--- config.mk ---
export PLATFORM = sky130hd
export DESIGN_NAME = tamper_capture
export DESIGN_NICKNAME = d
export VERILOG_FILES = /design/src/rtl/tamper_pkg.sv /design/src/rtl/tamper_sync.sv /design/src/rtl/tamper_edge.sv /design/src/rtl/tamper_regs.sv /design/src/rtl/tamper_capture.sv
export SDC_FILE = /design/constraint.sdc
export NUM_CORES = 1
export LEC_CHECK = 0
export ABC_CLOCK_PERIOD_IN_PS = 1840
export BUFFER_PORTS_ARGS = -buffer_cell sky130_fd_sc_hd__buf_4
export CAP_MARGIN = 20
export CORE_MARGIN = 3
export CORE_UTILIZATION = 49
export DETAILED_ROUTE_END_ITERATION = 7
export PLACE_DENSITY = 0.8
export SLEW_MARGIN = 20
export SYNTH_ARGS = -nofsm -noshare
export SYNTH_HDL_FRONTEND = slang
export SYNTH_SLANG_ARGS = --single-unit
--- constraint.sdc ---
create_clock -name clk_i -period 1.84 [get_ports clk_i]
set_input_delay 0.368 -clock clk_i [delete_from_list [all_inputs] [get_ports clk_i]]
set_output_delay 0.368 -clock clk_i [all_outputs]
set_load 0.005 [all_outputs]
--- src/rtl/tamper_pkg.sv ---
package tamper_pkg;
  localparam int unsigned ADDR_W = 2;

  localparam logic [ADDR_W-1:0] ADDR_CTRL  = 2'd0;
  localparam logic [ADDR_W-1:0] ADDR_STAT  = 2'd1;
  localparam logic [ADDR_W-1:0] ADDR_TIME  = 2'd2;
  localparam logic [ADDR_W-1:0] ADDR_DATE  = 2'd3;

  localparam int unsigned CTRL_EN_BIT      = 0;
  localparam int unsigned CTRL_FALL_BIT    = 1;
  localparam int unsigned CTRL_RESTORE_BIT = 2;
  localparam int unsigned STAT_FLAG_BIT    = 0;
  localparam int unsigned STAT_CUT_BIT     = 1;

  typedef struct packed {
    logic fall;
    logic en;
  } ctrl_t;
endpackage

--- src/rtl/tamper_sync.sv ---
module tamper_sync #(
  parameter int unsigned STAGES = 2
) (
  input  logic clk_i,
  input  logic rst_ni,
  input  logic d_i,
  output logic q_o
);
  logic [STAGES-1:0] chain_q;

  generate
    for (genvar g = 0; g < STAGES; g++) begin : g_stage
      if (g == 0) begin : g_first
        always_ff @(posedge clk_i or negedge rst_ni) begin
          if (!rst_ni) chain_q[0] <= 1'b0;
          else         chain_q[0] <= d_i;
        end
      end else begin : g_next
        always_ff @(posedge clk_i or negedge rst_ni) begin
          if (!rst_ni) chain_q[g] <= 1'b0;
          else         chain_q[g] <= chain_q[g-1];
        end
      end
    end
  endgenerate

  assign q_o = chain_q[STAGES-1];
endmodule

--- src/rtl/tamper_edge.sv ---
module tamper_edge (
  input  logic clk_i,
  input  logic rst_ni,
  input  logic level_i,
  input  logic en_i,
  input  logic fall_i,
  output logic event_o
);
  logic prev_q;

  // history tracks the pin even while disabled, so arming never sees a stale level
  always_ff @(posedge clk_i or negedge rst_ni) begin
    if (!rst_ni) prev_q <= 1'b0;
    else         prev_q <= level_i;
  end

  logic rise, fall;
  assign rise = level_i & ~prev_q;
  assign fall = ~level_i & prev_q;

  assign event_o = en_i & (fall_i ? fall : rise);
endmodule

--- src/rtl/tamper_regs.sv ---
module tamper_regs
  import tamper_pkg::*;
#(
  parameter int unsigned DATA_W = 32,
  parameter int unsigned TIME_W = 32,
  parameter int unsigned DATE_W = 32
) (
  input  logic              clk_i,
  input  logic              rst_ni,
  input  logic              event_i,
  input  logic [TIME_W-1:0] time_i,
  input  logic [DATE_W-1:0] date_i,
  input  logic              we_i,
  input  logic [ADDR_W-1:0] addr_i,
  input  logic [DATA_W-1:0] wdata_i,
  output logic [DATA_W-1:0] rdata_o,
  output ctrl_t             ctrl_o,
  output logic              flag_o,
  output logic              cut_o,
  output logic [TIME_W-1:0] stamp_time_o,
  output logic [DATE_W-1:0] stamp_date_o
);
  ctrl_t             ctrl_q;
  logic              flag_q, cut_q;
  logic [TIME_W-1:0] stamp_time_q;
  logic [DATE_W-1:0] stamp_date_q;

  logic ctrl_wr, clr_wr, restore_wr, capture;
  assign ctrl_wr    = we_i && (addr_i == ADDR_CTRL);
  assign clr_wr     = we_i && (addr_i == ADDR_STAT) && wdata_i[STAT_FLAG_BIT];
  assign restore_wr = ctrl_wr && wdata_i[CTRL_RESTORE_BIT];
  // a clear in the event cycle re-arms first, so the event is kept
  assign capture    = event_i && (!flag_q || clr_wr);

  always_ff @(posedge clk_i or negedge rst_ni) begin
    if (!rst_ni) begin
      ctrl_q <= '0;
    end else if (ctrl_wr) begin
      ctrl_q.en   <= wdata_i[CTRL_EN_BIT];
      ctrl_q.fall <= wdata_i[CTRL_FALL_BIT];
    end
  end

  always_ff @(posedge clk_i or negedge rst_ni) begin
    if (!rst_ni)      flag_q <= 1'b0;
    else if (capture) flag_q <= 1'b1;
    else if (clr_wr)  flag_q <= 1'b0;
  end

  always_ff @(posedge clk_i or negedge rst_ni) begin
    if (!rst_ni)          cut_q <= 1'b0;
    else if (capture)     cut_q <= 1'b1;
    else if (restore_wr)  cut_q <= 1'b0;
  end

  always_ff @(posedge clk_i or negedge rst_ni) begin
    if (!rst_ni) begin
      stamp_time_q <= '0;
      stamp_date_q <= '0;
    end else if (capture) begin
      stamp_time_q <= time_i;
      stamp_date_q <= date_i;
    end
  end

  always_comb begin
    rdata_o = '0;
    unique case (addr_i)
      ADDR_CTRL: begin
        rdata_o[CTRL_EN_BIT]   = ctrl_q.en;
        rdata_o[CTRL_FALL_BIT] = ctrl_q.fall;
      end
      ADDR_STAT: begin
        rdata_o[STAT_FLAG_BIT] = flag_q;
        rdata_o[STAT_CUT_BIT]  = cut_q;
      end
      ADDR_TIME: rdata_o = DATA_W'(stamp_time_q);
      ADDR_DATE: rdata_o = DATA_W'(stamp_date_q);
      default:   rdata_o = '0;
    endcase
  end

  assign ctrl_o       = ctrl_q;
  assign flag_o       = flag_q;
  assign cut_o        = cut_q;
  assign stamp_time_o = stamp_time_q;
  assign stamp_date_o = stamp_date_q;
endmodule

--- src/rtl/tamper_capture.sv ---
module tamper_capture
  import tamper_pkg::*;
#(
  parameter int unsigned DATA_W      = 32,
  parameter int unsigned TIME_W      = 32,
  parameter int unsigned DATE_W      = 32,
  parameter int unsigned SYNC_STAGES = 2
) (
  input  logic              clk_i,
  input  logic              rst_ni,
  input  logic              tamper_i,
  input  logic [TIME_W-1:0] time_i,
  input  logic [DATE_W-1:0] date_i,
  input  logic              reg_we_i,
  input  logic [ADDR_W-1:0] reg_addr_i,
  input  logic [DATA_W-1:0] reg_wdata_i,
  output logic [DATA_W-1:0] reg_rdata_o,
  output logic              sram_cut_o
);
  logic              pin_sync;
  logic              evt;
  ctrl_t             ctrl;
  logic              evt_flag;
  logic [TIME_W-1:0] stamp_time;
  logic [DATE_W-1:0] stamp_date;

  tamper_sync #(.STAGES(SYNC_STAGES)) u_sync (
    .clk_i  (clk_i),
    .rst_ni (rst_ni),
    .d_i    (tamper_i),
    .q_o    (pin_sync)
  );

  tamper_edge u_edge (
    .clk_i   (clk_i),
    .rst_ni  (rst_ni),
    .level_i (pin_sync),
    .en_i    (ctrl.en),
    .fall_i  (ctrl.fall),
    .event_o (evt)
  );

  tamper_regs #(.DATA_W(DATA_W), .TIME_W(TIME_W), .DATE_W(DATE_W)) u_regs (
    .clk_i        (clk_i),
    .rst_ni       (rst_ni),
    .event_i      (evt),
    .time_i       (time_i),
    .date_i       (date_i),
    .we_i         (reg_we_i),
    .addr_i       (reg_addr_i),
    .wdata_i      (reg_wdata_i),
    .rdata_o      (reg_rdata_o),
    .ctrl_o       (ctrl),
    .flag_o       (evt_flag),
    .cut_o        (sram_cut_o),
    .stamp_time_o (stamp_time),
    .stamp_date_o (stamp_date)
  );
endmodule

## Yosys cells after proc, flatten, opt, wreduce, memory -nomap -nowiden

Cells that the tools add are included.

- Bits in registers: 71
- Bits of input ports: 102
- Output and inout bits: 33
- Logic and storage cells: 34

- Equal/unequal tests: 3
- Mux-type cells: 7
- Bitwise gates (word level): 5
- Reductions and logical operators: 10

Operators with widths:

| operator | count |
|---|---|
| $pmux 30 s2 | 1 |
| $pmux 2 s4 | 1 |
| $logic_and 1x1->1 | 5 |
| $mux 1 | 5 |
| $eq 2x2->1 const B | 2 |
| $reduce_bool 2->1 | 2 |
| $and 1x1->1 | 3 |
| $eq 2x1->1 const B | 1 |
| $logic_not 2->1 | 1 |
| $not 1->1 | 2 |
| $logic_not 1->1 | 1 |
| $logic_or 1x1->1 | 1 |

## Depth between registers and ports, before layout

Gate-level depths: netlist of run 1.

- Depth after elaboration: 6
- Depth in mapped cells: 6
- Gate-level depth less buffers: 3

## Modules after synthesis

From an unflattened synthesis of run 1, not the netlist that was laid out.

- Cells, all modules: 222
- Area, all modules: 3472.1 sq um

By module, submodules not included:

| module | instances | cells an instance | area each (sq um) | seq. area each (sq um) |
|---|---|---|---|---|
| tamper_regs | 1 | 216 | 3373.2 | 1701.6 |
| tamper_sync | 1 | 2 | 50.0 | 50.0 |
| tamper_edge | 1 | 4 | 48.8 | 25.0 |

## Worst setup path before layout of run 1

Ideal clock, no wire load.

- Path kind: input-to-reg
- Start point: input port reg_addr_i[0]
- End point: register u_regs.stamp_date_q[0] (netlist: u_regs.stamp_date_o[0])
- Setup time: 125 ps
- Arrival: 1457 ps
- Required time: 1715 ps
- Path slack: 258 ps
- Stages: 6
- Path buffers: 3
- Path through: buf_4 -> nand4b_4 -> a22oi_4 -> buf_8 -> buf_12 -> mux2_4

- Longest elaborated chain between the ends: 5

RTL lines:

| item | RTL line | RTL |
|---|---|---|
| from (decl) | tamper_capture.sv:15 | `input logic [ADDR_W-1:0] reg_addr_i,` |
| $eq 2x1->1 | tamper_regs.sv:30 | `assign clr_wr = we_i && (addr_i == ADDR_STAT) && wdata_i[STAT_FLAG_BIT];` |
| $logic_and 1x1->1 (2 in series) | tamper_regs.sv:30 |  |
| $logic_or 1x1->1 | tamper_regs.sv:33 | `assign capture = event_i && (!flag_q \|\| clr_wr);` |
| $logic_and 1x1->1 | tamper_regs.sv:33 |  |
| to (signal assigned) | tamper_regs.sv:62 | `stamp_date_q <= date_i;` |
| to (decl) | tamper_regs.sv:26 | `logic [DATE_W-1:0] stamp_date_q;` |

Every way passes these cells.
A chain may end at the register's enable or synchronous reset.

## Worst setup path in the final report of run 1

- Start point: register u_regs.flag_q (netlist: u_regs.flag_o)
- End point: output port reg_rdata_o[0]

- Longest elaborated chain between the ends: 1

RTL lines:

| item | RTL line | RTL |
|---|---|---|
| from (decl) | tamper_regs.sv:24 | `logic flag_q, cut_q;` |
| from (signal assigned) | tamper_regs.sv:45 | `if (!rst_ni) flag_q <= 1'b0;` |
| from (signal assigned) | tamper_regs.sv:46 | `else if (capture) flag_q <= 1'b1;` |
| from (signal assigned) | tamper_regs.sv:47 | `else if (clr_wr) flag_q <= 1'b0;` |
| $pmux 2 s4 | tamper_regs.sv:68 | `unique case (addr_i)` |
| to (decl) | tamper_capture.sv:17 | `output logic [DATA_W-1:0] reg_rdata_o,` |

Every way passes these cells.

==> flow_summary_export.csv, run 1 <==
group,metric,value,unit
routing,vias,2124,
pwr,power.total,0.00607,W
global_routing,grt_first_pass_wirelength,11.6,mm
sta,hold_viol_final,0,
sta,post-route-period-util,93.8,%
cells_and_area,n_antenna_cell,0,
place,gp_congestion,0.718,
yosys,synth_seq_cells,71,
routing,ant_nets,0,
clock_tree,ctsLongestPathBuffers,2,
critical_path,end_kind,"primary output",
pwr,p_leak,2.19,nW
clock_tree,htreeDepth,3,
clock_tree,cts_tree,"yes",
die,ioPinCount,135,
clock_tree,numCtsBuffers,9,
clock_tree,root_buffer,"clkbuf_8",
yosys,netlist_instances,222,
critical_path,cp.arrival,1.36,ns
die,dieHeight,90.3,um
sta,finalSetupTns,0,ns
yosys,synth_nets,324,
sta,finalSetupViolCount,0,
yosys,synth.distinct_cells,19,
sta,post-route-min-period,1.73,ns
critical_path,crit_required,1.47,ns
cells_and_area,areaGrowthSynthToFinish,30.5,%
global_routing,antenna_found_initial,0,
yosys,yosysSeqAreaShare,51.0,%
sta,max_slew_margin,70.5,%
clock_tree,cts.sink_count,71,
pwr,peakVddDrop,0.786,mV
die,die_w,90.3,um
routing,remaining_drc_errors,0,
cells_and_area,drive_above_1_share,58.7,%
place,pre_cts_slack,0.0960,ns
sta,rsz0062_at_grt,"no",
routing,wl_per_cell,16.0,um
pwr,power_density,1330,mW/mm2
sta,drv_slew,0,
sta,max_freq,579,MHz
place,hpwl,4.89,mm
global_routing,grt_util_all_layers,17.7,%
place,io_buffers,105,
die,core-area,0.00683,mm2
cells_and_area,fin_nets,436,
status,status,"finished, final reports clean",
yosys,yosys_warnings,0,
critical_path,path_class,"flip-flop to primary output",
critical_path,cp-start-kind,"flip-flop",
global_routing,grt_max_degree,36,
routing,drt-pass1-iter-count,4,
die,start_util,51.0,%
yosys,synth_area_per_cell,15.7,um2
yosys,syn_area,0.00349,mm2
sta,worst_pin_slew,0.443,ns
die,dieArea,0.00816,mm2
flow_run,drv_cap,0,
clock_tree,clock_latency,0.33,ns
cells_and_area,postLayoutCoreUtil,66.6,%
sta,holdWs,0.145,ns
sta,fin_worst_skew,0.0110,ns
sta,setup_ws,0.114,ns
clock_tree,clk_pin_slew,0.07,ns
critical_path,cp_max_fo,3,
die,row_count,30,
routing,initialDrtViolationCount,76,
global_routing,grt-ovfl-total,0,
routing,wl,6.96,mm
routing,vias_per_cell,4.88,
worst_hold_path,worst_hold_path_type,"input pin to flip-flop",
global_routing,grt_pass1_vias,2274,
[area by class of cell]
| type | count | area (um2) |
|---|---|---|
| clock inverter | 5 | 56.3 |
| tap | 96 | 120 |
| sequential | 71 | 1780 |
| multi-input combinational | 137 | 1550 |
| timing repair buffer | 115 | 903 |
| clock buffer | 11 | 141 |
| fill | 549 | 2280 |
[report_power, final]
part | switching (W) | leakage [nW] | internal [W]
sequential | 0.000423 | 0.827 | 0.00231
clock | 0.000563 | 0.0997 | 0.000664
combinational | 0.000617 | 1.27 | 0.00149
[synth_stat cells (all sizes together)]
| cell | instances | area share, % |
|---|---|---|
| nor3b | 1 | 0.22 |
| dfrtp | 71 | 51 |
| nand4bb | 1 | 0.32 |
| nand4b | 2 | 0.93 |
| nand2 | 2 | 0.22 |
| a22oi | 1 | 0.61 |
| mux2i | 30 | 8.6 |
| buf | 11 | 4.2 |
| nor2b | 30 | 5.4 |
| clkbuf | 3 | 0.32 |
| mux2 | 66 | 27 |
| nand3 | 1 | 0.14 |
| mux4 | 2 | 1.3 |
| a21o | 1 | 0.22 |
[kinds of logic after synthesis]
logic type	share of synthesized area, %
buffers and inverters	4.49
multiplexers	36.5
AO/OA/AOI/OAI	0.826
AND/OR/NAND/NOR	7.21
flip-flops	51.0
[path summary, 6_finish.rpt]
kind                       cells after the start                    startpoint  slack, ns                                   to
min in group asynchronous                      2                        rst_ni       0.53  u_regs.stamp_time_o[21]$_DFFE_PN0P_
max                                            2     u_regs.flag_o$_DFFE_PN0P_       0.11                       reg_rdata_o[0]
min                                            1                      tamper_i       0.14          u_sync.chain_q[0]$_DFF_PN0_
max in group asynchronous                      3                        rst_ni       0.77            u_regs.flag_o$_DFFE_PN0P_
min reg2reg                                    0   u_sync.chain_q[0]$_DFF_PN0_       0.35                 u_sync.q_o$_DFF_PN0_
max reg2reg                                    4  u_regs.ctrl_o[1]$_DFFE_PN0P_       0.13  u_regs.stamp_date_o[22]$_DFFE_PN0P_
[through the flow]
stage	cell area (um2)	instances
global route	4550	435
floorplan	3490	222
finish	4550	435
detailed placement	4340	418
CTS	4550	435
global placement	4340	418
[routing by layer]
| metal | track usage, % | wire, um | part of all wire [%] | up-vias |
|---|---|---|---|---|
| met5 | 0 | 0 | 0 | - |
| met3 | 5.33 | 453 | 6.5 | 13 |
| li1 | - | - | - | 1004 |
| met1 | 23.5 | 3120 | 45 | 1037 |
| met4 | 7.40 | 159 | 2.3 | 0 |
| met2 | 27.2 | 3220 | 46 | 70 |
[critical path, stage by stage (launching register included)]
cell and delay, ns:
dfrtp_1 0.42, mux4_2 0.46, buf_4 0.15
[what timing repair did]
| action | CTS | global route |
|---|---|---|
| setup buffers | 0 | 0 |
| resized for setup | 0 | 0 |
| hold endpoints to repair | 32 | 0 |
| hold buffers | 1 | 0 |
[sequential cells by signal (all words and copies together) (netlist names)]
name and cells:
u_sync.chain_q 1, u_edge.prev_q 1, u_regs.cut_o 1, u_sync.q_o 1, u_regs.stamp_time_o 32, u_regs.ctrl_o 2
u_regs.flag_o 1, u_regs.stamp_date_o 32
[cells in the final DEF, fill, tap and decap left out]
| cell type | Yosys | routed |
|---|---|---|
| mux2i_1 | 30 | 30 |
| nor2b_1 | 30 | 30 |
| clkbuf_1 | 3 | 1 |
| nand4b_4 | 1 | 1 |
| clkinv_2 | 0 | 2 |
| buf_4 | 2 | 111 |
| mux4_2 | 2 | 2 |
| bufinv_16 | 0 | 1 |
| nand3_1 | 1 | 1 |
| clkinvlp_4 | 0 | 1 |
| a21o_1 | 1 | 1 |
| buf_12 | 5 | 3 |
| mux2_4 | 49 | 49 |
| dlygate4sd3_1 | 0 | 1 |
| clkbuf_8 | 0 | 10 |
| mux2_2 | 17 | 17 |
| nor3b_1 | 1 | 1 |
| nand4b_1 | 1 | 1 |
| nand4bb_1 | 1 | 1 |
| nand2_1 | 2 | 2 |
| a22oi_4 | 1 | 1 |
| dfrtp_1 | 71 | 71 |
| inv_6 | 0 | 1 |
No activity file was read; power rests on OpenSTA's default activity.
==> run 2: changes to the inputs <==
Settings changed: BUFFER_PORTS_ARGS -buffer_cell sky130_fd_sc_hd__buf_4 to default, CORE_UTILIZATION 49 to 63, DONT_BUFFER_PORTS from default to 1, PLACE_DENSITY 0.8 to 0.79.
==> flow_summary_export.csv, run 2 (synthesis results as in run 1) <==
group,metric,value,unit
status,status,"finished with violations",
status,violations,"negative hold slack",
die,row_count,26,
critical_path,cp.arrival,1.92,ns
die,dieHeight,80.4,um
clock_tree,cts.sink_count,71,
global_routing,grt_pass1_vias,1972,
pwr,clockPowerShare,18.9,%
sta,setup_ws,0.120,ns
routing,vias_per_cell,5.93,
routing,met2WireLength,3.40,mm
sta,fin_worst_skew,0.00610,ns
global_routing,grt_first_pass_wirelength,10.1,mm
place,io_buffers,0,
sta,finalSetupViolCount,0,
critical_path,crit_required,2.04,ns
global_routing,grt-ovfl-total,0,
sta,post-route-period-util,93.5,%
pwr,p_int,0.00399,W
worst_hold_path,worst_hold_path_type,"input pin to async pin",
sta,max_slew_margin,75.0,%
routing,initialDrtViolationCount,51,
routing,ant_nets,0,
routing,dr_wl_met3,503,um
die,start_util,66.6,%
cells_and_area,finalNonFillerCells,294,
flow_run,drv_cap,0,
cells_and_area,final_cell_mix,"dfrtp_1, mux2_4, mux2i_1, nor2b_1, mux2_2",
sta,worst_pin_slew,0.374,ns
sta,holdWs,-0.259,ns
sta,drv_slew,0,
clock_tree,ctsLongestPathBuffers,2,
routing,wl_per_cell,21.5,um
cells_and_area,fin_nets,323,
critical_path,path_class,"flip-flop to flip-flop",
clock_tree,root_buffer,"clkbuf_8",
clock_tree,numCtsBuffers,9,
cells_and_area,areaGrowthSynthToFinish,3.88,%
sta,hold_viol_final,71,
critical_path,end_kind,"flip-flop",
cells_and_area,final_common_cell,"dfrtp_1",
pwr,peakVddDrop,0.726,mV
die,dieArea,0.00646,mm2
critical_path,cp_max_fo,36,
cells_and_area,drive_above_1_share,37.5,%
routing,met1Wirelength,2.29,mm
place,place_inst,280,
place,gp_congestion,0.748,
sta,max_freq,581,MHz
clock_tree,clock_latency,0.32,ns
die,ioPinCount,135,
global_routing,grt_max_degree,72,
global_routing,grt_util_all_layers,21.1,%
cells_and_area,stdcell_area,0.00362,mm2
sta,post-route-min-period,1.72,ns
global_routing,antenna_found_initial,0,
place,place_area,0.00346,mm2
sta,rsz0062_at_grt,"no",
clock_tree,htreeDepth,3,
pwr,power_density,1500,mW/mm2
pwr,seqPwrFrac,51.2,%
pwr,p_leak,1.62,nW
place,pre_cts_slack,0.0996,ns
routing,remaining_drc_errors,0,
clock_tree,cts_tree,"yes",
die,die_w,80.4,um
routing,vias,1742,
pwr,switching_share,26.6,%
clock_tree,clk_pin_slew,0.07,ns
cells_and_area,n_antenna_cell,0,
sta,finalSetupTns,0,ns
routing,drt-pass1-iter-count,4,
routing,dr.max_layer_used,"met4",
critical_path,cp-start-kind,"flip-flop",
die,core-area,0.00524,mm2
routing,wl,6.31,mm
pwr,p_sw,0.00144,W
pwr,p_comb_share,29.9,%
==> run 2: area by class of cell <==
cell class                 instances  area, um2
clock buffer                      13        159
clock inverter                     1       5.00
fill                             353       1620
multi-input combinational        137       1550
sequential                        71       1780
tap                               70       87.6
timing repair buffer               2       40.0
==> run 2: worst max-delay path: stages, from the launching register on <==
cell	delay [ns]
dfrtp_1	0.41
nand4bb_1	0.27
a22oi_4	0.25
buf_12	0.29
mux2_2	0.37
==> run 2: power groups by stage <==
stage                     Combinational, W  Sequential (W)  Clock (W)
final                              0.00163         0.00278    0.00103
after global routing               0.00176         0.00288    0.00113
after CTS                          0.00166         0.00279    0.00106
after detailed placement           0.00165         0.00280          0
after global placement             0.00155         0.00271          0
after floorplan                    0.00150         0.00262          0
==> run 2: what timing repair did <==
item | CTS | global route
endpoints found under the setup margin | 0 | 1
buffers inserted | 0 | 0
resized for setup | 0 | 0
hold endpoints to repair | 71 | 71
==> run 2: metrics by stage <==
stage | hold WS, ns | power, W | util, %
3_5_place_dp | 0.0740 | 0.00445 | 66.0
2_1_floorplan | 0.0724 | 0.00412 | -
3_3_place_gp | 0.0740 | 0.00426 | 66.0
6_report | -0.259 | 0.00544 | 69.1
5_1_grt | -0.292 | 0.00578 | 69.1
4_1_cts | -0.278 | 0.00550 | 69.1
==> run 2: final timing paths <==
kind / endpoint / cells past startpoint / from / slack, ns
setup / recovery: u_regs.stamp_date_o[10]$_DFFE_PN0P_ / 4 / u_regs.ctrl_o[1]$_DFFE_PN0P_ / 0.12
hold / removal: u_regs.stamp_date_o[29]$_DFFE_PN0P_ / 0 / rst_ni / -0.26
setup reg to reg: u_regs.stamp_date_o[10]$_DFFE_PN0P_ / 4 / u_regs.ctrl_o[1]$_DFFE_PN0P_ / 0.12
hold reg to reg: u_sync.q_o$_DFF_PN0_ / 0 / u_sync.chain_q[0]$_DFF_PN0_ / 0.35
max in group asynchronous: u_regs.stamp_time_o[21]$_DFFE_PN0P_ / 0 / rst_ni / 1.99
min in group clk_i: u_sync.chain_q[0]$_DFF_PN0_ / 0 / tamper_i / 0.08
==> run 2: routing by layer <==
metal	up-vias	track usage [%]
li1	775	-
met1	883	22.9
met2	71	37.4
met3	13	7.06
met4	0	8.78
met5	-	0
==> run 3: changes to the inputs <==
Settings changed: CORE_UTILIZATION 63 to 45, PLACE_DENSITY 0.79 to default.
==> flow_summary_export.csv, run 3 (synthesis results as in run 1) <==
group,metric,value,unit
die,die_w,94.0,um
clock_tree,clock_latency,0.33,ns
global_routing,antenna_found_initial,0,
global_routing,grt_pass1_vias,1873,
critical_path,crit_required,2.05,ns
routing,remaining_drc_errors,0,
sta,max_freq,576,MHz
sta,worst_pin_slew,0.418,ns
critical_path,end_kind,"flip-flop",
global_routing,grt_max_degree,72,
place,gp_congestion,0.689,
status,violations,"negative hold slack",
place,io_buffers,0,
cells_and_area,n_antenna_cell,0,
clock_tree,cts_tree,"yes",
cells_and_area,final_cell_mix,"dfrtp_1, mux2_4, mux2i_1, nor2b_1, mux2_2",
sta,post-route-period-util,94.4,%
clock_tree,ctsLongestPathBuffers,2,
critical_path,cp_max_fo,26,
cells_and_area,final_common_cell,"dfrtp_1",
status,status,"finished with violations",
sta,rsz0062_at_grt,"no",
clock_tree,root_buffer,"clkbuf_8",
die,core-area,0.00737,mm2
cells_and_area,nFillCells,648,
critical_path,cp-start-kind,"flip-flop",
cells_and_area,postLayoutCoreUtil,50.3,%
sta,finalSetupViolCount,0,
clock_tree,cts_setup_buffers,0,
clock_tree,cts.sink_count,71,
die,row_count,31,
routing,initialDrtViolationCount,52,
global_routing,grt_first_pass_wirelength,9.86,mm
routing,wl_per_cell,18.8,um
pwr,p_leak,1.64,nW
die,ioPinCount,135,
sta,holdWs,-0.275,ns
global_routing,grt_util_all_layers,14.6,%
routing,vias,1711,
sta,hold_viol_final,71,
clock_tree,htreeDepth,3,
cells_and_area,areaGrowthSynthToFinish,6.25,%
cells_and_area,drive_above_1_share,38.3,%
clock_tree,cts-resized-gates,0,
die,dieHeight,94.0,um
clock_tree,clk_pin_slew,0.08,ns
sta,max_slew_margin,72.1,%
routing,vias_per_cell,5.25,
pwr,peakVddDrop,0.671,mV
cells_and_area,fin_nets,324,
place,hpwl,3.94,mm
sta,fin_worst_skew,0.00868,ns
critical_path,path_class,"flip-flop to flip-flop",
pwr,power_density,1490,mW/mm2
sta,finalSetupTns,0,ns
worst_hold_path,worst_hold_path_type,"input pin to async pin",
sta,post-route-min-period,1.74,ns
clock_tree,numCtsBuffers,9,
sta,drv_slew,0,
die,start_util,47.3,%
routing,ant_nets,0,
routing,wl,6.14,mm
global_routing,grt-ovfl-total,0,
routing,drt-pass1-iter-count,4,
critical_path,cp.arrival,1.95,ns
flow_run,drv_cap,0,
die,dieArea,0.00884,mm2
-- run 3: cell types whose count changed in the layout (fill, tap and decap cells not counted) --
cell,change
buf_12,+1
bufinv_16,+1
clkbuf_8,-1
clkinv_2,+2
-- run 3: stage by stage --
stage	instances	setup slack (ns)	hold slack [ns]	cell area, um2	total power, W
finish	326	0.103	-0.275	3700	0.00550
global route	326	0.0269	-0.304	3700	0.00587
CTS	326	0.0784	-0.297	3700	0.00558
detailed placement	310	0.104	0.0741	3510	0.00434
global placement	310	0.131	0.0741	3510	0.00429
floorplan	222	0.258	0.0724	3490	0.00412
-- run 3: worst max-delay path, cell delays in order (launching register included) --
cell and delay (ns):
dfrtp_1 0.41, nand4bb_1 0.26, a22oi_4 0.32, buf_12 0.25, mux2_2 0.36
-- run 3: final timing paths --
check                                                   from                             endpoint  slack, ns  cells past startpoint
worst max-delay path            u_regs.ctrl_o[1]$_DFFE_PN0P_  u_regs.stamp_date_o[13]$_DFFE_PN0P_       0.10                      4
worst min-delay path                                  rst_ni   u_regs.stamp_time_o[3]$_DFFE_PN0P_      -0.27                      0
worst max register to register  u_regs.ctrl_o[1]$_DFFE_PN0P_  u_regs.stamp_date_o[13]$_DFFE_PN0P_       0.10                      4
worst min register to register   u_sync.chain_q[0]$_DFF_PN0_                 u_sync.q_o$_DFF_PN0_       0.35                      0
max in group asynchronous                             rst_ni  u_regs.stamp_time_o[18]$_DFFE_PN0P_       2.00                      0
min in group clk_i                                  tamper_i          u_sync.chain_q[0]$_DFF_PN0_       0.07                      0
-- run 3: power breakdown --
part | internal [W] | switching (W)
registers | 0.00231 | 0.000406
logic | 0.00113 | 0.000442
clock network | 0.000658 | 0.000553
total | 0.00410 | 0.00140
-- run 3: area by class of cell --
cell class / instances / area (um2) / share of cell area (%)
repair buffers: 3 / 60.1 / 1.62
multi-input cells: 137 / 1550 / 41.9
flip-flops and latches: 71 / 1780 / 48.0
clock buffers: 12 / 145 / 3.92
well taps: 99 / 124 / 3.34
clock inverters: 4 / 45.0 / 1.22
-- run 3: per-layer routing --
| metal | share of wire [%] | up-vias | wire length, um | track usage (%) |
|---|---|---|---|---|
| li1 | - | 784 | - | - |
| met5 | 0 | - | 0 | 0 |
| met2 | 48 | 55 | 2940 | 22.2 |
| met3 | 6.3 | 8 | 384 | 4.49 |
| met4 | 1.5 | 0 | 91 | 6.50 |
| met1 | 44 | 864 | 2720 | 19.0 |
